--- src/rtl/fcd_pkg.sv ---
`timescale 1ns/1ps
package fcd_pkg;

    localparam int FRAME_BITS = 4;
    localparam int POS_W      = $clog2(FRAME_BITS);
    localparam logic [FRAME_BITS-1:0] CODE_A = 4'b0101;
    localparam logic [FRAME_BITS-1:0] CODE_B = 4'b1001;

    // Minimized state set; LIVE states can still reach a code, DEAD ones cannot.
    typedef enum logic [2:0] {
        ST_IDLE  = 3'd0,
        ST_GOT0  = 3'd1,
        ST_GOT1  = 3'd2,
        ST_LIVE2 = 3'd3,
        ST_LIVE3 = 3'd4,
        ST_DEAD2 = 3'd5,
        ST_DEAD3 = 3'd6
    } state_e;

    typedef struct packed {
        state_e nxt;
        logic   fend;
        logic   hit;
    } step_t;

    function automatic logic is_last(state_e s);
        return (s == ST_LIVE3) || (s == ST_DEAD3);
    endfunction

    // Both codes end in the same bit, so a live third-bit prefix hits on it.
    function automatic step_t step(state_e s, logic b);
        step_t r;
        r.nxt  = ST_IDLE;
        r.fend = is_last(s);
        r.hit  = 1'b0;
        case (s)
            ST_IDLE:  r.nxt = b ? ST_GOT1 : ST_GOT0;
            ST_GOT0:  r.nxt = b ? ST_LIVE2 : ST_DEAD2;
            ST_GOT1:  r.nxt = b ? ST_DEAD2 : ST_LIVE2;
            ST_LIVE2: r.nxt = b ? ST_DEAD3 : ST_LIVE3;
            ST_DEAD2: r.nxt = ST_DEAD3;
            ST_LIVE3: begin
                r.nxt = ST_IDLE;
                r.hit = (b == CODE_A[0]);
            end
            ST_DEAD3: r.nxt = ST_IDLE;
            default:  r.nxt = ST_IDLE;
        endcase
        return r;
    endfunction

endpackage

--- src/rtl/fcd_next.sv ---
`timescale 1ns/1ps
module fcd_next
    import fcd_pkg::*;
(
    input  state_e cur,
    input  logic   din,
    output step_t  res
);
    always_comb begin
        res = step(cur, din);
    end
endmodule

--- src/rtl/fcd_state.sv ---
`timescale 1ns/1ps
module fcd_state
    import fcd_pkg::*;
(
    input  logic   clk,
    input  logic   rst,
    input  state_e nxt,
    output state_e cur
);
    always_ff @(posedge clk) begin
        if (rst) cur <= ST_IDLE;
        else     cur <= nxt;
    end
endmodule

--- src/rtl/frame_code_detector.sv ---
`timescale 1ns/1ps
module frame_code_detector
    import fcd_pkg::*;
(
    input  logic clk,
    input  logic rst,
    input  logic din,
    output logic frame_end,
    output logic match
);
    state_e st;
    step_t  nx;

    fcd_state u_state (
        .clk (clk),
        .rst (rst),
        .nxt (nx.nxt),
        .cur (st)
    );

    fcd_next u_next (
        .cur (st),
        .din (din),
        .res (nx)
    );

    assign frame_end = nx.fend;
    assign match     = nx.hit;
endmodule

--- config.mk ---
export PLATFORM = sky130hd
export DESIGN_NAME = frame_code_detector
export DESIGN_NICKNAME = d
export VERILOG_FILES = /design/src/rtl/fcd_pkg.sv /design/src/rtl/fcd_next.sv /design/src/rtl/fcd_state.sv /design/src/rtl/frame_code_detector.sv
export SDC_FILE = /design/constraint.sdc
export NUM_CORES = 1
export LEC_CHECK = 0
export BUFFER_PORTS_ARGS = -buffer_cell sky130_fd_sc_hd__buf_4
export CAP_MARGIN = 40
export CORE_AREA = 2 2 39 41
export DETAILED_ROUTE_END_ITERATION = 8
export DIE_AREA = 0 0 41 43
export PLACE_DENSITY_LB_ADDON = 0.12
export SYNTH_ARGS = -nofsm -noshare
export SYNTH_HDL_FRONTEND = slang
export SYNTH_SLANG_ARGS = --single-unit
--- constraint.sdc ---
create_clock -name clk -period 0.9 [get_ports clk]
set_input_delay 0.27 -clock clk [delete_from_list [all_inputs] [get_ports clk]]
set_output_delay 0.27 -clock clk [all_outputs]
set_load 0.005 [all_outputs]
* After elaboration in Yosys (flattened, before gate mapping)
Cells that the tools add are included.
Storage, ports and cells: output and inout bits 2, flip-flop bits (word level) 3, input port bits 3, memory bits (writable) 0, ROM bits 0, memories kept 0, bits in latches 0
Operators by class: eq/ne operators 6, muxes and demuxes 6, multiply operators 0, bitwise logic cells 0, $lt $le $gt $ge 0, reduce and logical (&&, ||, !) cells 2, $add $sub $neg 0, shift-type cells 0, divide/modulo/power cells 0
Operator list (count):
- $pmux 3 s5 | 1
- $eq 3x3->1 const B | 3
- $eq 3x2->1 const B | 2
- $mux 3 | 2
- $mux 2 | 2
- $eq 3x1->1 const B | 1
- $logic_not 3->1 | 1
- $logic_or 1x1->1 | 1
- $mux 1 | 1

* Logic depth before layout (Yosys ltp)
Gate-level depths: netlist of run 1.
word-level depth 2, depth in mapped cells 3, mapped depth without buffers 3

* Cells and area by module
Synthesis of run 1 repeated with hierarchy kept, for this count alone.
Second synthesis, totals: cells, all modules 18, area total of the unflattened synthesis 158.9 µm²
Modules (own cells, without submodules):
- fcd_next | area each 80.1 µm², instances 1, cells an instance 12, seq. area each 0.0 µm²
- fcd_state | area each 78.8 µm², instances 1, cells an instance 6, seq. area each 60.1 µm²

* Worst setup path after synthesis of run 1
OpenSTA, ideal clock, no wires.
kind register to output, start point reg u_state.cur[2], end point out match, setup slack -0.136 ns, data arrival time 0.766 ns, cell stages (with the launch flop) 3, path through dfxtp_1 nor2b_1 and3b_1
Between the ends: cells in the longest elaborated chain, start to end 2
Ends and longest elaborated chain:
- start: declaration | RTL line fcd_state.sv:8 | output state_e cur
- start signal: assignment | RTL line fcd_state.sv:12 | else cur <= nxt;
- $eq 3x3->1 | RTL line fcd_pkg.sv:36 | case (s)
- $mux 1 | RTL line fcd_pkg.sv:36
- end: declaration | RTL line frame_code_detector.sv:9 | output logic match
No other way between the ends.

* Final worst setup path of run 1
Ends and elaborated chain as after synthesis.

==> results of run 1 <==
==> stage by stage <==
step / worst slack, ns / hold WS [ns] / TNS (ns) / std cells / utilization [%]
4_1_cts: -0.312 / 0.234 / -1.03 / 47 / 25.7
2_1_floorplan: -0.0364 / 0.339 / -0.0364 / 17 / -
3_3_place_gp: -0.112 / 0.469 / -0.393 / 41 / 17.7
5_1_grt: -0.359 / 0.246 / -1.21 / 47 / 25.7
6_report: -0.298 / 0.258 / -0.922 / 47 / 25.7
3_5_place_dp: -0.120 / 0.463 / -0.406 / 41 / 17.7
==> critical path, stage by stage, from the launching register on <==
cell and delay [ns]:
dfxtp_2 0.31, nor2b_4 0.11, and3b_1 0.15, buf_4 0.13
==> cell type report <==
type / count / area, µm² / area share [%]
Multi-Input combinational cell: 14 / 159 / 44.7
Tap cell: 16 / 20.0 / 5.63
Timing Repair Buffer: 10 / 86.3 / 24.3
Clock buffer: 4 / 26.3 / 7.39
Sequential cell: 3 / 63.8 / 18.0
==> metal layers <==
metal,GRT usage [%],vias to the layer above,routed length (µm)
met1,7.69,81,234
met3,6.28,2,6
met2,9.69,1,238
li1,-,92,-
met4,4.00,0,8
met5,0,-,0
==> worst max-delay path by stage <==
stage	slack, ns	end	start
finish	-0.30	match	u_state.cur[2]
global route	-0.36	match	u_state.cur[0]
CTS	-0.31	match	u_state.cur[2]
detailed placement	-0.12	match	u_state.cur[0]
global placement	-0.11	match	u_state.cur[0]
floorplan	-0.04	match	u_state.cur[2]
==> cells by family (layout without fill, tap and decap cells) <==
logic type / Yosys count / count (layout) / share of synthesized area (%)
buffers and inverters: 0 / 14 / 0
DFF: 3 / 3 / 38.4
AOI/OAI and AO/OA: 6 / 6 / 32.0
and+or+nand+nor: 8 / 8 / 29.6
==> synth_stat cells (all sizes together) <==
library cell | n | area [µm²]
nor2b | 2 | 12.5
nand2b | 1 | 6.26
dfxtp | 3 | 60.1
and3b | 1 | 8.76
a21o | 1 | 7.51
a2bb2oi | 1 | 8.76
nor2 | 1 | 3.75
a21oi | 2 | 10.0
nand2 | 2 | 7.51
a2111oi | 2 | 23.8
nor3b | 1 | 7.51
==> what timing repair did <==
item,4_1_cts,5_1_grt
gates resized for setup,13,0
endpoints found under the hold margin,0,0
buffers inserted,2,0
pin swaps,3,4
setup endpoints to repair,5,5
cloned,0,0
==> power groups by stage <==
stage / sequential, mW / clock (mW) / combinational (mW)
finish: 0.176 / 0.229 / 0.198
CTS: 0.176 / 0.242 / 0.199
global route: 0.179 / 0.262 / 0.212
detailed placement: 0.173 / 0 / 0.116
floorplan: 0.178 / 0 / 0.0528
global placement: 0.174 / 0 / 0.118
==> layout by cell type, fill, tap and decap left out <==
master and instances:
a2bb2oi_1 1, a21oi_1 1, dfxtp_2 3, a21oi_4 1, clkbuf_1 1, nand2_1 2, buf_4 7, nand2b_4 1
a2111oi_4 2, and3b_1 1, nor2b_4 1, clkbuf_4 3, buf_6 3, a21o_1 1, nor2_1 1, nor2b_1 1
nor3b_2 1
==> metrics.txt, run 1 <==
Pwr Total=roughly 0.6 mW; Residual DRC=0; reg-to-reg endpoint=u_state.cur[2]; Worst VDD drop=1.05 mV; Final Skew=0.00134 ns; mean post-synth cell area=9.20 µm²; die area=1760 µm²; CORE AREA=between 1000 and 1500 µm²; max reg flops=3; post-route cell area=roughly 360 µm²; Tightest Hold Check Type=primary input to register; # setup viols final=5; Worst Path Arrival=0.93 ns; Reg2Reg Setup Slack=-0.18 ns; final WL=488 µm; Area after DPL=245 µm²; crit path capture type=primary output; synthesis-stage register bit count=3; Clock Sinks=3; I/O pins=5; Clk pwr share=~38%; startpoint types=register; final hold vios=0; Max-Cap Viols=0; Synth cell types=12; drt via density=~3.7; final setup margin=-0.298 ns; Rows=14; CP Data Required Time=between 0.6 and 0.7 ns; starting density of the core=11.3%; DR WL/cell=10.4 µm; drt pass-1 iters=1; final estimated routing congestion in global placement=0.701; Max FO, Critical Path=2; clock tree buffer depth=2; sequential fraction of the synthesis area=38.4%; YS warnings=0; run status=finished, violations left; Hold EP=u_state.cur[1]; ant diodes=0; fmax=835 MHz; vias in the first global route=191; die width=41 µm; HP Start=rst; switch share=between 20% and 30%; register share of total power=29.1%; failing checks=setup timing; RSZ-0062 raised after global routing=true; number of CTS-inserted buffers=3; Total Nets Final=35; Largest Register=u_state.cur; reg-to-reg critical path startpoint=u_state.cur[2]; switching pwr=~0.17 mW; DIE HEIGHT=43 µm; DR iter-0 viols=0; Skew-Pair Late Insertion Delay=0.23 ns; net count after synthesis=20; grt total ovfl=0; Worst-Margin Slew=around 0.27 ns; antenna violations before repair=0; max_slew headroom=82.1%; CTS tree=yes; fillers=145; cell leakage power=about 0.14 nW; clk root buf=clkbuf_4; fin crit share=133%; CTS hold repair buffers=0; Syn Inst Count=17; fraction of layout cells with a size suffix above 1=71.0%; CP Class=register to primary output; worst hold stages=2; Final Slew Violations=0; Total GRT Usage=7.32%; min cycle time layout=roughly 1.2 ns; first-pass GRT wire length=800 µm; vias post-DR=176; biggest regs=u_state.cur: 3 flops; area growth from synthesis to layout=127%; Mapped Area=approximately 160 µm²; Worst-path clk slew=approximately 0.04 ns; I/O Buffers=4; Gate power share=roughly 33%; internal power=0.433 mW; H-Tree Depth=1; Pwr per Cell Area=1700 nW/µm²; largest net degree at the start of global routing=6; post-route ant nets=0; reg2reg path depth=4
(Power assumes the default switching activity.)
==> run 2, diff against run 1 <==
Settings changed: PLACE_DENSITY set to 0.3, PLACE_DENSITY_LB_ADDON 0.12 to not set, SLEW_MARGIN set to 20.
==> run 2 against run 1 <==
Effect of this change:
- the run still ends with setup timing left
- final area down 19%
- utilization is 4.9 points lower
- sequential power hardly changed
- sequential share of layout area rose by 5.1 points
- non-clock buffer count decreased by 1
- fmax decreased by 2.9%
- cell count is 2.1% lower
- clock skew up 0.0032 ns
- largest power group unchanged
- combinational power down 42%
- setup slack got worse by 0.036 ns
- wire length fell by 16%
- critical path type unchanged
==> metrics.txt, run 2 (same netlist as run 1, synthesis figures left out) <==
antenna violations before repair=0 (unchanged); CORE AREA=1380 µm² (unchanged); Residual DRC=0 (unchanged); clock tree buffer depth=2 (unchanged); crit path capture type=primary output; H-Tree Depth=1 (unchanged); clk root buf=clkbuf_4; Final Util=20.8% (-4.9 points); DR WL/cell=8.87 µm (-15%); drt via density=3.78 (+1.0%); HPWL after DPL=286 µm; switching pwr=0.140 mW (-18%); first-pass GRT wire length=696 µm (-13%); Largest Register=u_state.cur; commonest non-fill, non-tap cell in the layout=buf_4; Max FO, Critical Path=2 (unchanged); slowest cell delay on critical path=0.33 ns (+0.02 ns); post-route ant nets=0 (unchanged); drt pass-1 iters=2 (+1); Gate power share=21.4% (-11 points); failing checks=setup timing; Max-Cap Viols=0 (unchanged); Setup WS pre-CTS=-0.171 ns (-0.0513 ns); fmax=811 MHz (-2.9%); Clock Sinks=3 (unchanged); Worst-Margin Slew=0.306 ns (+0.0382 ns); run status=finished, violations left; Worst Path Arrival=0.96 ns (+0.03 ns); Crit path buffers/inverters=1 (unchanged); startpoint types=register; ant diodes=0 (unchanged); final estimated routing congestion in global placement=0.644 (-8.1%); final cell count without fillers=46 (-2.1%); met3 wire length=47 µm (+680%); max reg flops=3 (unchanged); # setup viols final=5 (unchanged); final hold vios=0 (unchanged); Final Skew=0.00454 ns (+0.00320 ns); min cycle time layout=1.23 ns (+0.0358 ns); final WL=408 µm (-16%); worst-path cell chain=nor2b_4, and3b_1, buf_4; Worst-path clk slew=0.04 ns (about the same); met2 wire len=200 µm (-16%); biggest regs=u_state.cur: 3 flops; Area after DPL=245 µm² (unchanged); commonest non-fill, non-tap cells in the layout=8 x buf_4, 3 x clkbuf_4, 2 x nand2_1, 2 x a21oi_1, 2 x dfxtp_2; worst hold slack=0.218 ns (-0.0392 ns); register share of total power=33.3% (+4.2 points); grt total ovfl=0 (unchanged); die area=1760 µm² (unchanged); DR iter-0 viols=1 (+1); Final Slew Violations=0 (unchanged); Total GRT Usage=6.71% (-0.61 points); CTS tree=yes; CP max-delay cell=dfxtp_4; vias in the first global route=175 (-8.4%); internal power=0.392 mW (-9.4%); I/O Buffers=4 (unchanged); Reg2Reg Setup Slack=-0.08 ns (+0.10 ns); Placed Cells=41 (unchanged); area growth from synthesis to layout=84.0%; Worst VDD drop=0.597 mV (-43%); final setup margin=-0.334 ns (-0.0358 ns); Total Nets Final=34 (-2.9%); vias post-DR=174 (-1.1%); DIE HEIGHT=43 µm (unchanged); cell leakage power=0.126 nW (-12%); fraction of layout cells with a size suffix above 1=56.7% (-14 points); CP Class=register to primary output; starting density of the core=11.3% (unchanged); number of CTS-inserted buffers=3 (unchanged); fin crit share=137% (+4.0 points); max_slew headroom=79.1% (-3.0 points); TNS Setup=-0.816 ns (+0.106 ns); Tightest Hold Check Type=primary input to register; Pwr Total=0.533 mW (-12%); DR top layer=met4; Skew-Pair Late Insertion Delay=0.24 ns (about the same); I/O pins=5 (unchanged); largest net degree at the start of global routing=8 (+2); switch share=26.3% (-1.9 points); Metal-1 WL=153 µm (-35%); CP Data Required Time=0.63 ns (about the same); Rows=14 (unchanged); RSZ-0062 raised after global routing=true; die width=41 µm (unchanged); Pwr per Cell Area=1850 nW/µm² (+9.0%); Clk pwr share=45.3% (+7.3 points); CTS hold repair buffers=0 (unchanged); post-route cell area=288 µm² (-19%); CP delay by family, top=flip-flops
run 2: what timing repair did:
item,4_1_cts,5_1_grt
hold endpoints to repair,0,0
setup buffers,1,0
resized for setup,4,0
setup endpoints to repair,5,5
run 2: power groups by stage:
| stage | clock (mW) | combinational [mW] | sequential (mW) |
|---|---|---|---|
| floorplan | 0 | 0.0528 | 0.178 |
| global placement | 0 | 0.101 | 0.184 |
| detailed placement | 0 | 0.101 | 0.182 |
| CTS | 0.253 | 0.115 | 0.177 |
| global route | 0.274 | 0.126 | 0.180 |
| finish | 0.241 | 0.114 | 0.177 |
run 2: worst reg2reg max path: stages, from the launching register on:
cell and delay [ns]:
dfxtp_4 0.33, buf_4 0.14, nand2b_1 0.15, a21o_1 0.15
a21oi_1 0.12
run 2: final cells by class:
class                      count  area [µm²]
multi-input combinational     14         104
clock buffer                   4        26.3
timing repair buffer           9        71.3
tap                           16        20.0
sequential                     3        66.3
fill                         154        1100
run 2: final timing paths:
check,startpoint,endpoint,cells after the start
min reg2reg,u_state.cur[1],u_state.cur[2],1
max,u_state.cur[2],match,3
min,rst,u_state.cur[1],2
max reg2reg,u_state.cur[2],u_state.cur[1],4
run 2: layer usage:
metal | vias to the layer above | GRT usage, %
met4 | 0 | 4.00
met2 | 6 | 8.44
met1 | 76 | 6.07
li1 | 90 | -
met3 | 2 | 7.85
met5 | - | 0
==> run 3, diff against run 2 <==
Settings changed: ABC_AREA set to 1, REMOVE_ABC_BUFFERS set to 1.
==> run 3 against run 2 <==
Effect of this change:
- the flow still finishes with violations (setup timing)
- clock power decreased by 3%
- flip-flop and latch count unchanged
- clock skew fell by 0.0035 ns
- hold slack improved by 0.063 ns
- critical endpoint unchanged
- wire length down 0.49%
- sequential share of layout area down 3.7 points
- critical path type unchanged
==> metrics.txt, run 3 <==
Syn Inst Count=29 (+12); Clk pwr share=40.0% (-5.3 points); final WL=406 µm (-0.49%); Tightest Hold Check Type=primary input to register; Async SR Flop Fraction=0% (unchanged); commonest non-fill, non-tap cell in the layout=buf_4; final setup margin=-0.255 ns (+0.0788 ns); Worst-Margin Slew=0.149 ns (-0.157 ns); drt pass-1 iters=1 (-1); CTS tree=yes; DR iter-0 viols=0 (-1); largest net degree at the start of global routing=6 (-2); Synth cell types=12 (unchanged); worst-path cell chain=inv_2, nand2_2, nor3_2, buf_4; fmax=866 MHz (+6.8%); Largest Register=u_state.cur; crit path capture type=primary output; Worst VDD drop=0.588 mV (-1.5%); Rows=14 (unchanged); register share of total power=28.5% (-4.8 points); clock tree buffer depth=2 (unchanged); drt via density=3.44 (-9.0%); Worst Path Arrival=0.88 ns (-0.08 ns); H-Tree Depth=1 (unchanged); vias post-DR=210 (+21%); Max-Cap Viols=0 (unchanged); biggest regs=u_state.cur: 3 flops; CP Data Required Time=0.63 ns (about the same); Clock Sinks=3 (unchanged); DR WL/cell=6.66 µm (-25%); worst hold slack=0.282 ns (+0.0631 ns); die width=41 µm (unchanged); Pwr Total=0.586 mW (+10%); Gate power share=31.6% (+10 points); mean post-synth cell area=6.00 µm² (-35%); post-synth top area share=34.5% (-3.9 points); Mapped Area=174 µm² (+11%); ant diodes=0 (unchanged); YS warnings=0 (unchanged); internal power=0.420 mW (+7.1%); HPWL after DPL=323 µm (+13%); # setup viols final=2 (-3); fin crit share=128% (-8.8 points); sequential fraction of the synthesis area=34.5% (-3.9 points); count leader, synth=nand2_1; RSZ-0062 raised after global routing=true; final estimated routing congestion in global placement=0.733 (+14%); number of CTS-inserted buffers=3 (unchanged); top_reg_cell synth=dfxtp_1; area growth from synthesis to layout=86.3%; commonest non-fill, non-tap cells in the layout=12 x buf_4, 7 x nand2_1, 4 x inv_2; Pwr per Cell Area=1810 nW/µm² (-2.3%); number of flops mapped to enable cells by yosys=0 (unchanged); final hold vios=0 (unchanged); starting density of the core=12.6% (+1.3 points); Residual DRC=0 (unchanged); post-route ant nets=0 (unchanged); Total GRT Usage=6.53% (-0.19 points); top post-synthesis cells by area=dfxtp_1 35%, nand2_1 15%, inv_1 8.6%; Worst-path clk slew=0.04 ns (about the same); grt total ovfl=0 (unchanged); first-pass GRT wire length=779 µm (+12%); max_slew headroom=90.0% (+11 points); I/O Buffers=4 (unchanged); cell leakage power=0.175 nW (+39%); min cycle time layout=1.15 ns (-0.0788 ns); startpoint types=register; CORE AREA=1380 µm² (unchanged); antenna violations before repair=0 (unchanged); Total Nets Final=49 (+44%); clk root buf=clkbuf_4; synthesis-stage register bit count=3 (unchanged); max reg flops=3 (unchanged); vias in the first global route=225 (+29%); Final Skew=0.00107 ns (-0.00347 ns); TNS Setup=-0.461 ns (+0.355 ns); I/O pins=5 (unchanged); fraction of layout cells with a size suffix above 1=60.0% (+3.3 points); Synth top cells by count=7 x nand2_1, 4 x inv_1, 4 x nor2_1, 3 x dfxtp_1, 3 x inv_2; switch share=28.2% (+1.9 points); failing checks=setup timing; die area=1760 µm² (unchanged); CP max-delay cell=dfxtp_2; Skew-Pair Late Insertion Delay=0.23 ns (about the same); CP Class=register to primary output; Placed Cells=56 (+37%); slowest cell delay on critical path=0.31 ns (-0.02 ns); DIE HEIGHT=43 µm (unchanged); Area after DPL=277 µm² (+13%); Final Slew Violations=0 (unchanged); post-route cell area=324 µm² (+13%); Max FO, Critical Path=3 (+1); switching pwr=0.165 mW (+18%); cell taking the most area after synthesis=dfxtp_1; final cell count without fillers=61 (+33%); run status=finished, violations left
run 3: critical path, delay by kind of cell (launching register included):
family | cells | cell delay (ns)
buf+inv | 2 | 0.19
simple gates | 2 | 0.15
flops | 1 | 0.31
run 3: repair_timing:
item | in CTS | in global routing
pin swaps | 0 | 1
hold buffers | 0 | 0
resized for setup | 4 | 2
endpoints found under the setup margin | 2 | 4
setup buffers | 1 | 0
run 3: layout make-up:
cell class / count / area (µm²)
Clock buffer: 4 / 26.3
Fill cell: 161 / 1060
Inverter: 7 / 26.3
Multi-Input combinational cell: 19 / 98.8
Sequential cell: 3 / 62.6
Tap cell: 16 / 20.0
Timing Repair Buffer: 12 / 90.1
run 3: power groups by stage:
stage	registers [mW]	clock network (mW)	logic (mW)
2_1_floorplan	0.173	0	0.0737
3_3_place_gp	0.165	0	0.172
3_5_place_dp	0.164	0	0.168
4_1_cts	0.167	0.245	0.180
5_1_grt	0.170	0.252	0.212
6_report	0.167	0.234	0.185
run 3: kinds of logic (layout without fill, tap and decap cells):
logic type             Yosys count  count (layout)  synth area share, %
AO/OA/AOI/OAI                    3               3                 10.8
buffers and inverters            7              23                 15.1
flip-flops                       3               3                 34.5
AND/OR/NAND/NOR                 16              16                 39.6
run 3: metal layers:
metal | GRT usage (%) | part of all wire, %
met2 | 10.0 | 46
met4 | 4.00 | 0
met5 | 0 | 0
met3 | 3.14 | 9.1
met1 | 6.75 | 45
run 3: per-stage QoR:
stage / setup WS [ns] / util, %
after floorplan: -0.00641 / -
after global placement: -0.102 / 20.0
after detailed placement: -0.111 / 20.0
after CTS: -0.279 / 23.0
after global routing: -0.317 / 23.4
final: -0.255 / 23.4
run 3: path summary, 6_finish.rpt:
path                  start             end  slack (ns)  depth (start not counted)
min                     rst  u_state.cur[2]        0.28                          4
min reg2reg  u_state.cur[2]  u_state.cur[1]        0.62                          5
max          u_state.cur[0]           match       -0.25                          4
max reg2reg  u_state.cur[0]  u_state.cur[2]        0.04                          6
